### src/rtl/adcseq_pkg.sv
package adcseq_pkg;
  typedef struct packed {
    logic ptrClear;
    logic issue;
    logic capture;
  } seqStrobes_t;
endpackage

### src/rtl/adcseq_dpath.sv
module adcseq_dpath
  import adcseq_pkg::*;
#(
  parameter int NUM_CH    = 16,
  parameter int NUM_PAIRS = 2,
  parameter int RES_W     = 12,
  parameter int REG_W     = 16
) (
  input  logic                    clk,
  input  logic                    rstN,
  input  logic [NUM_CH-1:0]       seSel,
  input  logic [NUM_PAIRS-1:0]    diffSel,
  input  seqStrobes_t             strobes,
  input  logic [RES_W-1:0]        convResult,
  output logic                    hasNext,
  output logic [$clog2(NUM_CH)-1:0] convChan,
  output logic                    convDiff,
  output logic [NUM_CH*REG_W-1:0] resultFlat
);
  localparam int CH_W  = $clog2(NUM_CH);
  localparam int PTR_W = CH_W + 1;

  logic [NUM_CH-1:0] chanMask;
  logic [NUM_CH-1:0] diffSlot;
  logic [PTR_W-1:0]  ptr;
  logic [CH_W-1:0]   cur;
  logic              curDiff;
  logic [CH_W-1:0]   nextIdx;
  logic [RES_W-1:0]  captured;
  logic [RES_W-1:0]  resReg [NUM_CH];

  // effective selection per channel: pairs override their single-ended bits
  for (genvar g = 0; g < NUM_CH; g++) begin : g_mask
    if (g < 2 * NUM_PAIRS && (g % 2) == 0) begin : g_lo
      assign chanMask[g] = seSel[g] | diffSel[g/2];
      assign diffSlot[g] = diffSel[g/2];
    end else if (g < 2 * NUM_PAIRS) begin : g_hi
      assign chanMask[g] = seSel[g] & ~diffSel[g/2];
      assign diffSlot[g] = 1'b0;
    end else begin : g_se
      assign chanMask[g] = seSel[g];
      assign diffSlot[g] = 1'b0;
    end
  end

  // lowest selected channel at or above the scan pointer
  always_comb begin
    hasNext = 1'b0;
    nextIdx = '0;
    for (int i = NUM_CH - 1; i >= 0; i--) begin
      if (chanMask[i] && (PTR_W'(i) >= ptr)) begin
        hasNext = 1'b1;
        nextIdx = CH_W'(i);
      end
    end
  end

  always_ff @(posedge clk or negedge rstN) begin
    if (!rstN) begin
      ptr     <= '0;
      cur     <= '0;
      curDiff <= 1'b0;
    end else begin
      if (strobes.ptrClear) ptr <= '0;
      else if (strobes.capture) ptr <= {1'b0, cur} + PTR_W'(1);
      if (strobes.issue) begin
        cur     <= nextIdx;
        curDiff <= diffSlot[nextIdx];
      end
    end
  end

  assign captured = curDiff ? {~convResult[RES_W-1], convResult[RES_W-2:0]} : convResult;

  for (genvar g = 0; g < NUM_CH; g++) begin : g_res
    always_ff @(posedge clk or negedge rstN) begin
      if (!rstN) resReg[g] <= '0;
      else if (strobes.capture && cur == CH_W'(g)) resReg[g] <= captured;
    end
    assign resultFlat[g*REG_W +: REG_W] = {{(REG_W-RES_W){1'b0}}, resReg[g]};
  end

  assign convChan = cur;
  assign convDiff = curDiff;
endmodule

### src/rtl/adcseq_ctrl.sv
module adcseq_ctrl
  import adcseq_pkg::*;
#(
  parameter int PULSE_LEN = 4
) (
  input  logic        clk,
  input  logic        rstN,
  input  logic        trigger,
  input  logic        selWrite,
  input  logic        thrWrite,
  input  logic        modeWrEn,
  input  logic        modeWrData,
  input  logic        hasNext,
  input  logic        convDone,
  input  logic        rdStrobe,
  output seqStrobes_t strobes,
  output logic        convStart,
  output logic        readyFlag,
  output logic        readyN
);
  localparam int PC_W = $clog2(PULSE_LEN + 1);

  typedef enum logic [1:0] {ST_IDLE, ST_PICK, ST_WAIT} seqState_t;

  seqState_t        state, stateNext;
  logic             modeAuto;
  logic             flagQ, pinHoldQ, startQ, complete;
  logic [PC_W-1:0]  pulseCnt;
  logic             cfgAbort;

  assign cfgAbort = selWrite | thrWrite | (modeWrEn && (modeWrData != modeAuto));

  always_comb begin
    strobes   = '0;
    stateNext = state;
    complete  = 1'b0;
    if (trigger) begin
      stateNext        = ST_PICK;
      strobes.ptrClear = 1'b1;
    end else if (cfgAbort) begin
      stateNext = ST_IDLE;
    end else begin
      case (state)
        ST_PICK: begin
          if (hasNext) begin
            strobes.issue = 1'b1;
            stateNext     = ST_WAIT;
          end else begin
            complete = 1'b1;
            if (modeAuto) strobes.ptrClear = 1'b1;
            else stateNext = ST_IDLE;
          end
        end
        ST_WAIT: begin
          if (convDone) begin
            strobes.capture = 1'b1;
            stateNext       = ST_PICK;
          end
        end
        default: ;
      endcase
    end
  end

  always_ff @(posedge clk or negedge rstN) begin
    if (!rstN) begin
      state    <= ST_IDLE;
      modeAuto <= 1'b1;
      flagQ    <= 1'b0;
      pinHoldQ <= 1'b0;
      startQ   <= 1'b0;
      pulseCnt <= '0;
    end else begin
      state  <= stateNext;
      startQ <= strobes.issue;
      if (modeWrEn) modeAuto <= modeWrData;
      if (complete) flagQ <= 1'b1;
      else if (rdStrobe) flagQ <= 1'b0;
      if (complete && !modeAuto) pinHoldQ <= 1'b1;
      else if (rdStrobe) pinHoldQ <= 1'b0;
      if (complete && modeAuto) pulseCnt <= PC_W'(PULSE_LEN);
      else if (pulseCnt != '0) pulseCnt <= pulseCnt - PC_W'(1);
    end
  end

  assign convStart = startQ;
  assign readyFlag = flagQ;
  assign readyN    = !(pinHoldQ || (pulseCnt != '0));
endmodule

### src/rtl/adcseq_top.sv
module adcseq_top
  import adcseq_pkg::*;
#(
  parameter int NUM_CH    = 16,
  parameter int NUM_PAIRS = 2,
  parameter int RES_W     = 12,
  parameter int REG_W     = 16,
  parameter int PULSE_LEN = 4
) (
  input  logic                        clk,
  input  logic                        rstN,
  input  logic [NUM_CH-1:0]           seSel,
  input  logic [NUM_PAIRS-1:0]        diffSel,
  input  logic                        selWrite,
  input  logic                        thrWrite,
  input  logic                        modeWrEn,
  input  logic                        modeWrData,
  input  logic                        trigExt,
  input  logic                        trigInt,
  input  logic                        convDone,
  input  logic [RES_W-1:0]            convResult,
  output logic                        convStart,
  output logic [$clog2(NUM_CH)-1:0]   convChan,
  output logic                        convDiff,
  input  logic                        rdStrobe,
  output logic [NUM_CH*REG_W-1:0]     resultFlat,
  output logic                        readyFlag,
  output logic                        readyN
);
  seqStrobes_t strobes;
  logic        hasNext;
  logic        trigger;

  assign trigger = trigExt | trigInt;

  adcseq_ctrl #(.PULSE_LEN(PULSE_LEN)) u_ctrl (
    .clk(clk), .rstN(rstN), .trigger(trigger), .selWrite(selWrite),
    .thrWrite(thrWrite), .modeWrEn(modeWrEn), .modeWrData(modeWrData),
    .hasNext(hasNext), .convDone(convDone), .rdStrobe(rdStrobe),
    .strobes(strobes), .convStart(convStart), .readyFlag(readyFlag),
    .readyN(readyN)
  );

  adcseq_dpath #(.NUM_CH(NUM_CH), .NUM_PAIRS(NUM_PAIRS), .RES_W(RES_W), .REG_W(REG_W)) u_dpath (
    .clk(clk), .rstN(rstN), .seSel(seSel), .diffSel(diffSel),
    .strobes(strobes), .convResult(convResult), .hasNext(hasNext),
    .convChan(convChan), .convDiff(convDiff), .resultFlat(resultFlat)
  );
endmodule

### config.mk
export PLATFORM = sky130hd
export DESIGN_NAME = adcseq_top
export DESIGN_NICKNAME = d
export VERILOG_FILES = /design/src/rtl/adcseq_pkg.sv /design/src/rtl/adcseq_dpath.sv /design/src/rtl/adcseq_ctrl.sv /design/src/rtl/adcseq_top.sv
export SDC_FILE = /design/constraint.sdc
export NUM_CORES = 1
export LEC_CHECK = 0
export BUFFER_PORTS_ARGS = -buffer_cell sky130_fd_sc_hd__buf_2
export CORE_ASPECT_RATIO = 0.9
export CORE_MARGIN = 2
export CORE_UTILIZATION = 52
export CTS_BUF_LIST = sky130_fd_sc_hd__clkbuf_4
export CTS_CLUSTER_DIAMETER = 80
export DETAILED_ROUTE_END_ITERATION = 16
export HOLD_SLACK_MARGIN = 0.03
export PLACE_DENSITY = 0.82
export SLEW_MARGIN = 20
export SYNTH_ARGS = -nofsm -noshare
export SYNTH_HDL_FRONTEND = slang
export SYNTH_HIERARCHICAL = 1
export SYNTH_SLANG_ARGS = --single-unit
### constraint.sdc
create_clock -name clk -period 3.6 [get_ports clk]
set_input_delay 0.18 -clock clk [delete_from_list [all_inputs] [get_ports clk]]
set_output_delay 0.18 -clock clk [all_outputs]
set_load 0.005 [all_outputs]
After elaboration in Yosys (flattened, before gate mapping):

Index checks and enable logic that the tools add are counted.
W data, S select, Z words.

* muxes and demuxes: 61
* $add $sub $neg: 2
* equal/unequal tests: 20
* reductions and logical operators: 46
* bitwise operators: 10
* $lt $le $gt $ge: 17

Operators with widths (number)
* $mux W4: 16
* $ge A4 B5 Y1 const A: 8
* $logic_and A1 B1 Y1: 35
* $eq A4 B4 Y1 const B: 8
* $mux W1: 30
* $ge A3 B5 Y1 const A: 4
* $eq A4 B3 Y1 const B: 4
* $mux W2: 7
* $mux W12: 1
* $ge A1 B5 Y1 const A: 2
* $ge A2 B5 Y1 const A: 2
* $mux W5: 2
* $mux W3: 3
* $eq A4 B2 Y1 const B: 2
* $reduce_bool A2 Y1: 4
* $add A4 B1 Y5 const B: 1
* $lt A4 B5 Y1 const B: 1
* $ne A5 B5 Y1 const B: 1
* $or A1 B1 Y1: 5
* $bmux W1 S4: 1
* $eq A4 B1 Y1 const B: 1
* $logic_not A4 Y1: 1
* $ne A4 B3 Y1 const B: 1
* $pmux W2 S2: 1
* 11 further kinds: 15

* register bits after elaboration: 211
* input port bits: 40

Depth between registers and ports, before layout:

Gate-level depths: netlist (run 1).

* depth in word-level cells: 24
* mapped depth: 12
* gate-level depth less buffers: 10

Cells and area by module:

Netlist (run 1), hierarchy kept.

By module, submodules not included
* adcseq_dpath: times used 1, cells each 637, area each 8624.5 um^2, seq. area each 5054.8 um^2
* adcseq_ctrl: times used 1, cells each 50, area each 528.0 um^2, seq. area each 226.5 um^2
* adcseq_top: times used 1, cells each 1, area each 6.3 um^2, seq. area each 0.0 um^2

Least setup slack after synthesis (run 1):

Ideal clock, no wire load.

* path type: register -> register
* start point: register u_ctrl.modeAuto
* end point: register u_dpath.resReg, in the netlist u_dpath/resultFlat[52]
* data required time: 3.475 ns
* library setup time: 0.125 ns
* cell stages (with the launch flop): 9
* data arrival time: 2.460 ns
* buffers on the path: 2
* path slack: 1.015 ns
* clock period less this slack: 2.585 ns
* cells stage by stage: dfstp_2 > xor2_1 > a2111oi_2 > and3_1 > buf_2 > nand2_1 > nor3_1 > buf_2 > mux2_2

RTL lines
* from (decl): line adcseq_ctrl.sv:26 `logic modeAuto;`
* from (signal assigned): line adcseq_ctrl.sv:76 `if (modeWrEn) modeAuto <= modeWrData;`
* to (signal, indexed assignment): line adcseq_dpath.sv:78 `else if (strobes.capture && cur == CH_W'(g)) resReg[g] <= captured;`
* to (decl): line adcseq_dpath.sv:30 `logic [RES_W-1:0] resReg [NUM_CH];`

Worst setup path in the final report (run 1):

* start point: register u_dpath.ptr[1]
* end point: register u_ctrl.pinHoldQ

* word-level cells in the longest chain between the ends: 24
* elaborated cells on any way between the ends: 55
* classes of those cells: 16 x order compare; 21 x mux; 18 x reduce/logical

RTL lines
* from (decl): line adcseq_dpath.sv:25 `logic [PTR_W-1:0] ptr;`
* from (signal assigned): line adcseq_dpath.sv:65 `else if (strobes.capture) ptr <= {1'b0, cur} + PTR_W'(1);`
* $ge A4 B5 Y1: line adcseq_dpath.sv:51 `if (chanMask[i] && (PTR_W'(i) >= ptr)) begin`
* $logic_and A1 B1 Y1: line adcseq_dpath.sv:51
* $mux W1 (15 in a row): line adcseq_dpath.sv:51
* $mux W1 (*): line adcseq_dpath.sv:51
* net hasNext: line adcseq_top.sv:31 `logic hasNext;`
* $mux W1 (*): line adcseq_ctrl.sv:45 `if (hasNext) begin`
* $mux W1 (*): line adcseq_ctrl.sv:43 `case (state)`
* $mux W1 (*): line adcseq_ctrl.sv:40 `end else if (cfgAbort) begin`
* $mux W1 (*): line adcseq_ctrl.sv:37 `if (trigger) begin`
* $logic_and A1 B1 Y1 (*): line adcseq_ctrl.sv:79 `if (complete && !modeAuto) pinHoldQ <= 1'b1;`
* $mux W1 or $reduce_bool A2 Y1 (tied branches)
* to (signal assigned): line adcseq_ctrl.sv:70 `pinHoldQ <= 1'b0;`
* to (signal assigned): line adcseq_ctrl.sv:79
* to (signal assigned): line adcseq_ctrl.sv:80 `else if (rdStrobe) pinHoldQ <= 1'b0;`
* to (decl): line adcseq_ctrl.sv:27 `logic flagQ, pinHoldQ, startQ, complete;`

Mark *: on every way through the listed nets, which the timed path passes. The rest lies on a longest branch.
A chain may end at the register's enable or synchronous reset.

==> metrics, run 1 <==
run status=complete, no violations; drt pass-1 iters=4; DRC=0; clk sinks=211; flops & latches, synth=211; WL/cell=19.2 um; total grt overflow=0; TNS Setup=0 ns; Final Wtd Congestion=0.846; crit path time final=2.89 ns; maximum clock path buffer count=3; CTS tree=done; multi-input gate area in the final layout=0.00341 mm^2; area grow syn2layout=22.8%; final hold viol count=0; Required @ worst endpoint=4.18 ns; clock latency on the worst-skew pair=0.69 ns; synth warn=6; Critical Path Max Stage Delay=0.70 ns; layout cells sized above 1=51.7%; Hold Startpoint=convResult[4]; final net count=1029; Total GRT Usage=25.7%; Starting Density=52.5%; Setup crit start kind=flip-flop; setup slack after layout=0.705 ns; post-route ant nets=0; RSZ-0062 raised after global routing=false; Rows=46; maximum fanout along the worst path=16; setup slack at placement=0.735 ns; vias in the first global route=6609; core area=0.0174 mm^2; DIE HEIGHT=130 um; Seq/Total Area, Yosys=57.7%; Worst Max-Slew Pin Slew=1.12 ns; crit path cell chain=nand4_2 -> a21oi_2 -> or3b_4 -> nor2_1 -> nand2_1 -> nand2b_1 -> o32ai_1 -> dlygate4sd3_1; vias per inst=5.18; Syn Inst Count=688; H-tree depth=2; Hold WC Path Type=in -> reg; initial antenna violation count=1; Slew Limit Headroom=24.8%; Die X=144 um; # port buffers=239; IO Pins=304; max_cap viols=0; PwrDens=423 mW/mm^2; final setup violation count=0; Post-CTS Resized=0; synthesized area per cell=13.3 um^2; Post-synth ARST share=100%; Peak VDD IR=0.000303 V; fin util=64.5%; CTS Root Buffer Type=clkbuf_4; Register Area=0.00528 mm^2; worst reg-to-reg setup slack=0.71 ns; Arr. time, crit path=3.47 ns; Post-synth EDFFs=0; clock-pin slew on the worst setup and hold paths=0.07 ns; Mapped Area=0.00916 mm^2; DIE AREA=0.0187 mm^2; starting DRC count in detailed routing=319; buffers plus inverters on the worst setup path=1; Clock Skew=0.0610 ns; leakage=6.45 nW; Most used DFF post-synth=dfrtp_1; Inserted Clock Buffers=54; family with the most delay on the worst path=simple AND/OR/NAND/NOR gates; final worst-path cycle share=80.4%; Crit. Startpoint=u_dpath/ptr[1]; Fill cells=1365; Peak Freq=345 MHz; RR Startpoint=u_dpath/ptr[1]; final WL=24000 um; first-pass GRT wire length=36500 um; max-slew violations=0; CP endpoint kind=flip-flop; number of library cell types mapped by synthesis=61; hpwl dp=16000 um; crit path max-delay cell type=dfrtp_1; largest net degree at the start of global routing=107; kind of critical path=reg -> reg; Vias=6475
[timing repair]
action | CTS | global route
hold endpoints to repair | 141 | 0
setup buffers | 0 | 0
hold buffers | 25 | 0
[path summary, 6_finish.rpt]
path / endpoint / cells after the start
hold reg to reg: u_dpath/resultFlat[235] / 2
setup reg to reg: u_ctrl/pinHoldQ / 8
min in group asynchronous: u_dpath/resultFlat[167] / 2
max in group asynchronous: u_dpath/resultFlat[37] / 3
hold / removal: u_dpath/resultFlat[36] / 2
setup / recovery: u_ctrl/pinHoldQ / 8
[worst register-to-register path, delay by kind of cell, from the launching register on]
family | cells | cell delay (ns)
simple gates | 5 | 1.09
buf+inv | 1 | 0.61
compound gates | 2 | 0.44
flops | 1 | 0.70
[stage by stage]
stage          total power [mW]  cell area (um^2)  instances  hold WS (ns)
3_5_place_dp               2.86             10400       1140         0.327
2_1_floorplan              2.72              9400        751        -0.116
4_1_cts                    4.81             11200       1250        0.0344
3_3_place_gp               2.85             10400       1140         0.337
6_report                   4.75             11200       1251        0.0743
5_1_grt                    4.98             11200       1251        0.0460
[Yosys cell counts (8+ instances only)]
| cell | instances | area share, % |
|---|---|---|
| nor2_1 | 16 | 0.66 |
| ha_1 | 8 | 1.1 |
| buf_4 | 66 | 5.4 |
| nand3_1 | 14 | 0.77 |
| buf_2 | 10 | 0.55 |
| mux2_2 | 173 | 21 |
| inv_1 | 14 | 0.57 |
| a21oi_1 | 12 | 0.66 |
| clkbuf_1 | 26 | 1.1 |
| o21ai_0 | 18 | 0.98 |
| dfrtp_1 | 210 | 57 |
| nand2_1 | 21 | 0.86 |
[state kept, by name, summed over array words and instances, names as in the netlist]
signal / flops
u_dpath/convDiff: 1
u_ctrl/pinHoldQ: 1
u_dpath/resultFlat: 192
u_dpath/ptr: 5
u_dpath/convChan: 4
u_ctrl/state: 2
u_ctrl/pulseCnt: 3
u_ctrl/convStart: 1
u_ctrl/readyFlag: 1
u_ctrl/modeAuto: 1
[cells in the final DEF (no fill, tap or decap), types with 3 or more instances in the layout]
cell           instances
mux2_2               173
nand3_1               14
clkbuf_4              78
a21oi_1               12
dlygate4sd3_1         25
ha_1                   8
nor3_2                 3
buf_2                238
and3_1                 6
a211oi_1               4
nor3_1                 3
inv_1                 14
clkinv_1               5
mux2_1                 4
nor2_1                16
buf_4                 13
mux2i_1                4
a31oi_1                4
nand4_1                6
o211ai_1               6
nor2b_1                6
o21ai_0               18
conb_1                64
dfrtp_1              210
nand2b_1               4
nand2_1               21
[final cells by class]
type                            count  share of cell area [%]
Antenna cell                        1                  0.0223
Clock buffer                       78                    5.21
Clock inverter                      7                   0.312
Inverter                           15                   0.501
Multi-Input combinational cell    421                    30.3
Sequential cell                   211                    47.0
Tap cell                          240                    2.67
Timing Repair Buffer              278                    14.0
[routing by layer]
layer	up-vias	wire length, um	track usage (%)
li1	2898	-	-
met1	3233	9790	32.4
met2	304	11500	41.4
met3	40	2220	9.54
met4	0	471	8.88
met5	-	0	0
[where the power goes]
part           internal, mW  switching [mW]
clock network         0.979           0.930
registers              2.41          0.0392
logic                 0.140           0.256
[kinds of logic after synthesis]
| group | Yosys count | share of synthesized area [%] |
|---|---|---|
| xor+xnor | 5 | 0.478 |
| mux | 181 | 22.2 |
| buf+inv | 119 | 7.88 |
| compound gates | 70 | 5.14 |
| other cells | 1 | 0.0409 |
| flops | 211 | 57.7 |
| fa+ha+maj | 8 | 1.09 |
| simple gates | 93 | 5.51 |
(Power assumes the default switching activity.)
==> run 2: changes to the inputs <==
==> constraint.sdc (replaced) <==
create_clock -name clk -period 3 [get_ports clk]
set_input_delay 0.15 -clock clk [delete_from_list [all_inputs] [get_ports clk]]
set_output_delay 0.15 -clock clk [all_outputs]
set_load 0.005 [all_outputs]
==> run 2 against run 1 <==
Compared with the run above:
- clock power is 21% higher
- via count increased by 1.9%
- critical endpoint is now u_dpath/convChan[0]
- sequential power is 20% higher
- largest power group unchanged
- worst hold slack got worse by 0.010 ns
- clock skew is essentially flat
==> metrics, run 2 (synthesized netlist as in run 1, its figures left out) <==
CP endpoint kind=flip-flop (unchanged); initial antenna violation count=1 (unchanged); final hold viol count=0 (unchanged); Final Wtd Congestion=0.865 (was 0.846); starting DRC count in detailed routing=286 (was 319); GR Util met3=8.70% (was 9.54%); max reg flops=192 (unchanged); commonest non-fill, non-tap cell in the layout=buf_2 (unchanged); Required @ worst endpoint=3.51 ns (was 4.18 ns); area grow syn2layout=25.1% (was 22.8%); placed instance area=0.0104 mm^2 (about the same); Arr. time, crit path=3.30 ns (was 3.47 ns); setup slack at placement=0.345 ns (was 0.735 ns); H-tree depth=2 (unchanged); leakage=6.55 nW (was 6.45 nW); layout cells sized above 1=52.1% (was 51.7%); max_cap viols=0 (unchanged); met1 usage=31.4% (was 32.4%); vias per inst=5.19 (was 5.18); met2 Resource Use GR=40.6% (was 41.4%); RR Startpoint=u_dpath/ptr[0] (was u_dpath/ptr[1]); crit path max-delay cell type=dlygate4sd3_1 (was dfrtp_1); final setup violation count=0 (unchanged); max-slew violations=0 (unchanged); RSZ-0062 raised after global routing=false (unchanged); Setup crit start kind=flip-flop (unchanged); IO Pins=304 (unchanged); kind of critical path=reg -> reg (unchanged); reg2reg end=u_dpath/convChan[0] (was u_ctrl/pinHoldQ); worst reg-to-reg setup slack=0.21 ns (was 0.71 ns); Die X=144 um (unchanged); PwrDens=502 mW/mm^2 (was 423 mW/mm^2); core area=0.0174 mm^2 (unchanged); Rows=46 (unchanged); final worst-path cycle share=92.9% (was 80.4%); final WL=24400 um (was 24000 um); Final Hold Slack=0.0643 ns (was 0.0743 ns); Critical Path Max Stage Delay=0.57 ns (was 0.70 ns); vias in the first global route=6606 (was 6609); Clock Skew=0.0611 ns (was 0.0610 ns); Final Instance Area=0.0115 mm^2 (was 0.0112 mm^2); Slew Limit Headroom=55.1% (was 24.8%); DP Cell Count=1146 (was 1140); crit path cell chain=o211ai_1 -> and3_1 -> or3b_4 -> nor2_1 -> nand2_1 -> and3_1 -> o211ai_1 -> o221ai_1 -> dlygate4sd3_1 (was nand4_2 -> a21oi_2 -> or3b_4 -> nor2_1 -> nand2_1 -> nand2b_1 -> o32ai_1 -> dlygate4sd3_1); total grt overflow=0 (unchanged); CTS Root Buffer Type=clkbuf_4 (unchanged); Peak Freq=359 MHz (was 345 MHz); # port buffers=239 (unchanged); non-filler instance count after layout=1272 (was 1251); crit path time final=2.79 ns (was 2.89 ns); drt pass-1 iters=5 (was 4); maximum clock path buffer count=3 (unchanged); clock latency on the worst-skew pair=0.68 ns (was 0.69 ns); reg2reg path depth=9 (was 8); hpwl dp=15900 um (was 16000 um); TNS Setup=0 ns (unchanged); clock-pin slew on the worst setup and hold paths=0.06 ns (was 0.07 ns); Starting Density=52.5% (unchanged); Total GRT Usage=25.3% (was 25.7%); maximum fanout along the worst path=13 (was 16); final net count=1049 (was 1029); Worst Max-Slew Pin Slew=0.674 ns (was 1.12 ns); Hold WC Path Type=in -> async (was in -> reg); Vias=6601 (was 6475); Peak VDD IR=0.000431 V (was 0.000303 V); largest net degree at the start of global routing=85 (was 107); Tot Pwr=5.75 mW (was 4.75 mW); CTS tree=done (unchanged); clk sinks=211 (unchanged); DRC=0 (unchanged); WL/cell=19.2 um (about the same); DIE AREA=0.0187 mm^2 (unchanged); DIE HEIGHT=130 um (unchanged); post-route ant nets=0 (unchanged); run status=complete, no violations (unchanged); first-pass GRT wire length=36000 um (was 36500 um); fin util=65.7% (was 64.5%); Inserted Clock Buffers=52 (was 54); setup slack after layout=0.212 ns (was 0.705 ns); Most Crowded Layer GR=met2 (unchanged); most frequent cells in the layout=238 x buf_2, 205 x dfrtp_1, 173 x mux2_2 (was 238 x buf_2, 210 x dfrtp_1, 173 x mux2_2)
## run 2: cell count changes in the layout (fill, tap and decap cells not counted)
| cell | previous run | this run |
|---|---|---|
| dfrtp_1 | 210 | 205 |
| dlygate4sd3_1 | 25 | 34 |
| dfrtp_2 | 0 | 5 |
| buf_12 | 1 | 2 |
| clkbuf_4 | 78 | 74 |
| bufinv_16 | 0 | 1 |
| clkinv_1 | 5 | 7 |
| buf_4 | 13 | 25 |
## run 2: final cells by class
type                            count  area, um^2
Timing Repair Buffer              300        1770
Sequential cell                   211        5290
Clock inverter                     10        72.6
Inverter                           15        56.3
Multi-Input combinational cell    421        3410
Clock buffer                       74         556
Fill cell                        1316        5980
Tap cell                          240         300
Antenna cell                        1        2.50
## run 2: per-layer routing
metal / vias up / part of all wire [%]
met5: - / 0
met4: 0 / 3.0
met3: 53 / 8.9
met2: 326 / 48
met1: 3279 / 41
li1: 2943 / -
## run 2: critical path, delay by kind of cell, from the launching register on
family                 cells  cell delay, ns
flip-flops                 1            0.51
buffers and inverters      1            0.57
AO/OA/AOI/OAI              3            0.40
AND/OR/NAND/NOR            5            1.19
## run 2: worst max path at each step
stage	start	slack [ns]	endpoint	depth (start not counted)
2_1_floorplan	u_ctrl/modeAuto	0.42	u_dpath/resultFlat[52]	8
3_3_place_gp	u_ctrl/modeAuto	0.40	u_dpath/resultFlat[35]	8
3_5_place_dp	u_ctrl/modeAuto	0.35	u_dpath/resultFlat[35]	8
4_1_cts	u_dpath/ptr[1]	0.05	u_dpath/convChan[0]	9
5_1_grt	u_dpath/ptr[0]	0.01	u_dpath/convChan[0]	9
6_report	u_dpath/ptr[0]	0.21	u_dpath/convChan[0]	9
## run 2: timing repair
item	4_1_cts	5_1_grt
hold endpoints to repair	202	0
endpoints found under the setup margin	0	2
setup buffers	0	7
hold buffers	34	0
resized for setup	0	5
## run 2: power by group
part | switching (mW) | internal (mW) | total (mW)
sequential | 0.0488 | 2.89 | 2.94
clock | 1.11 | 1.21 | 2.32
combinational | 0.314 | 0.185 | 0.499
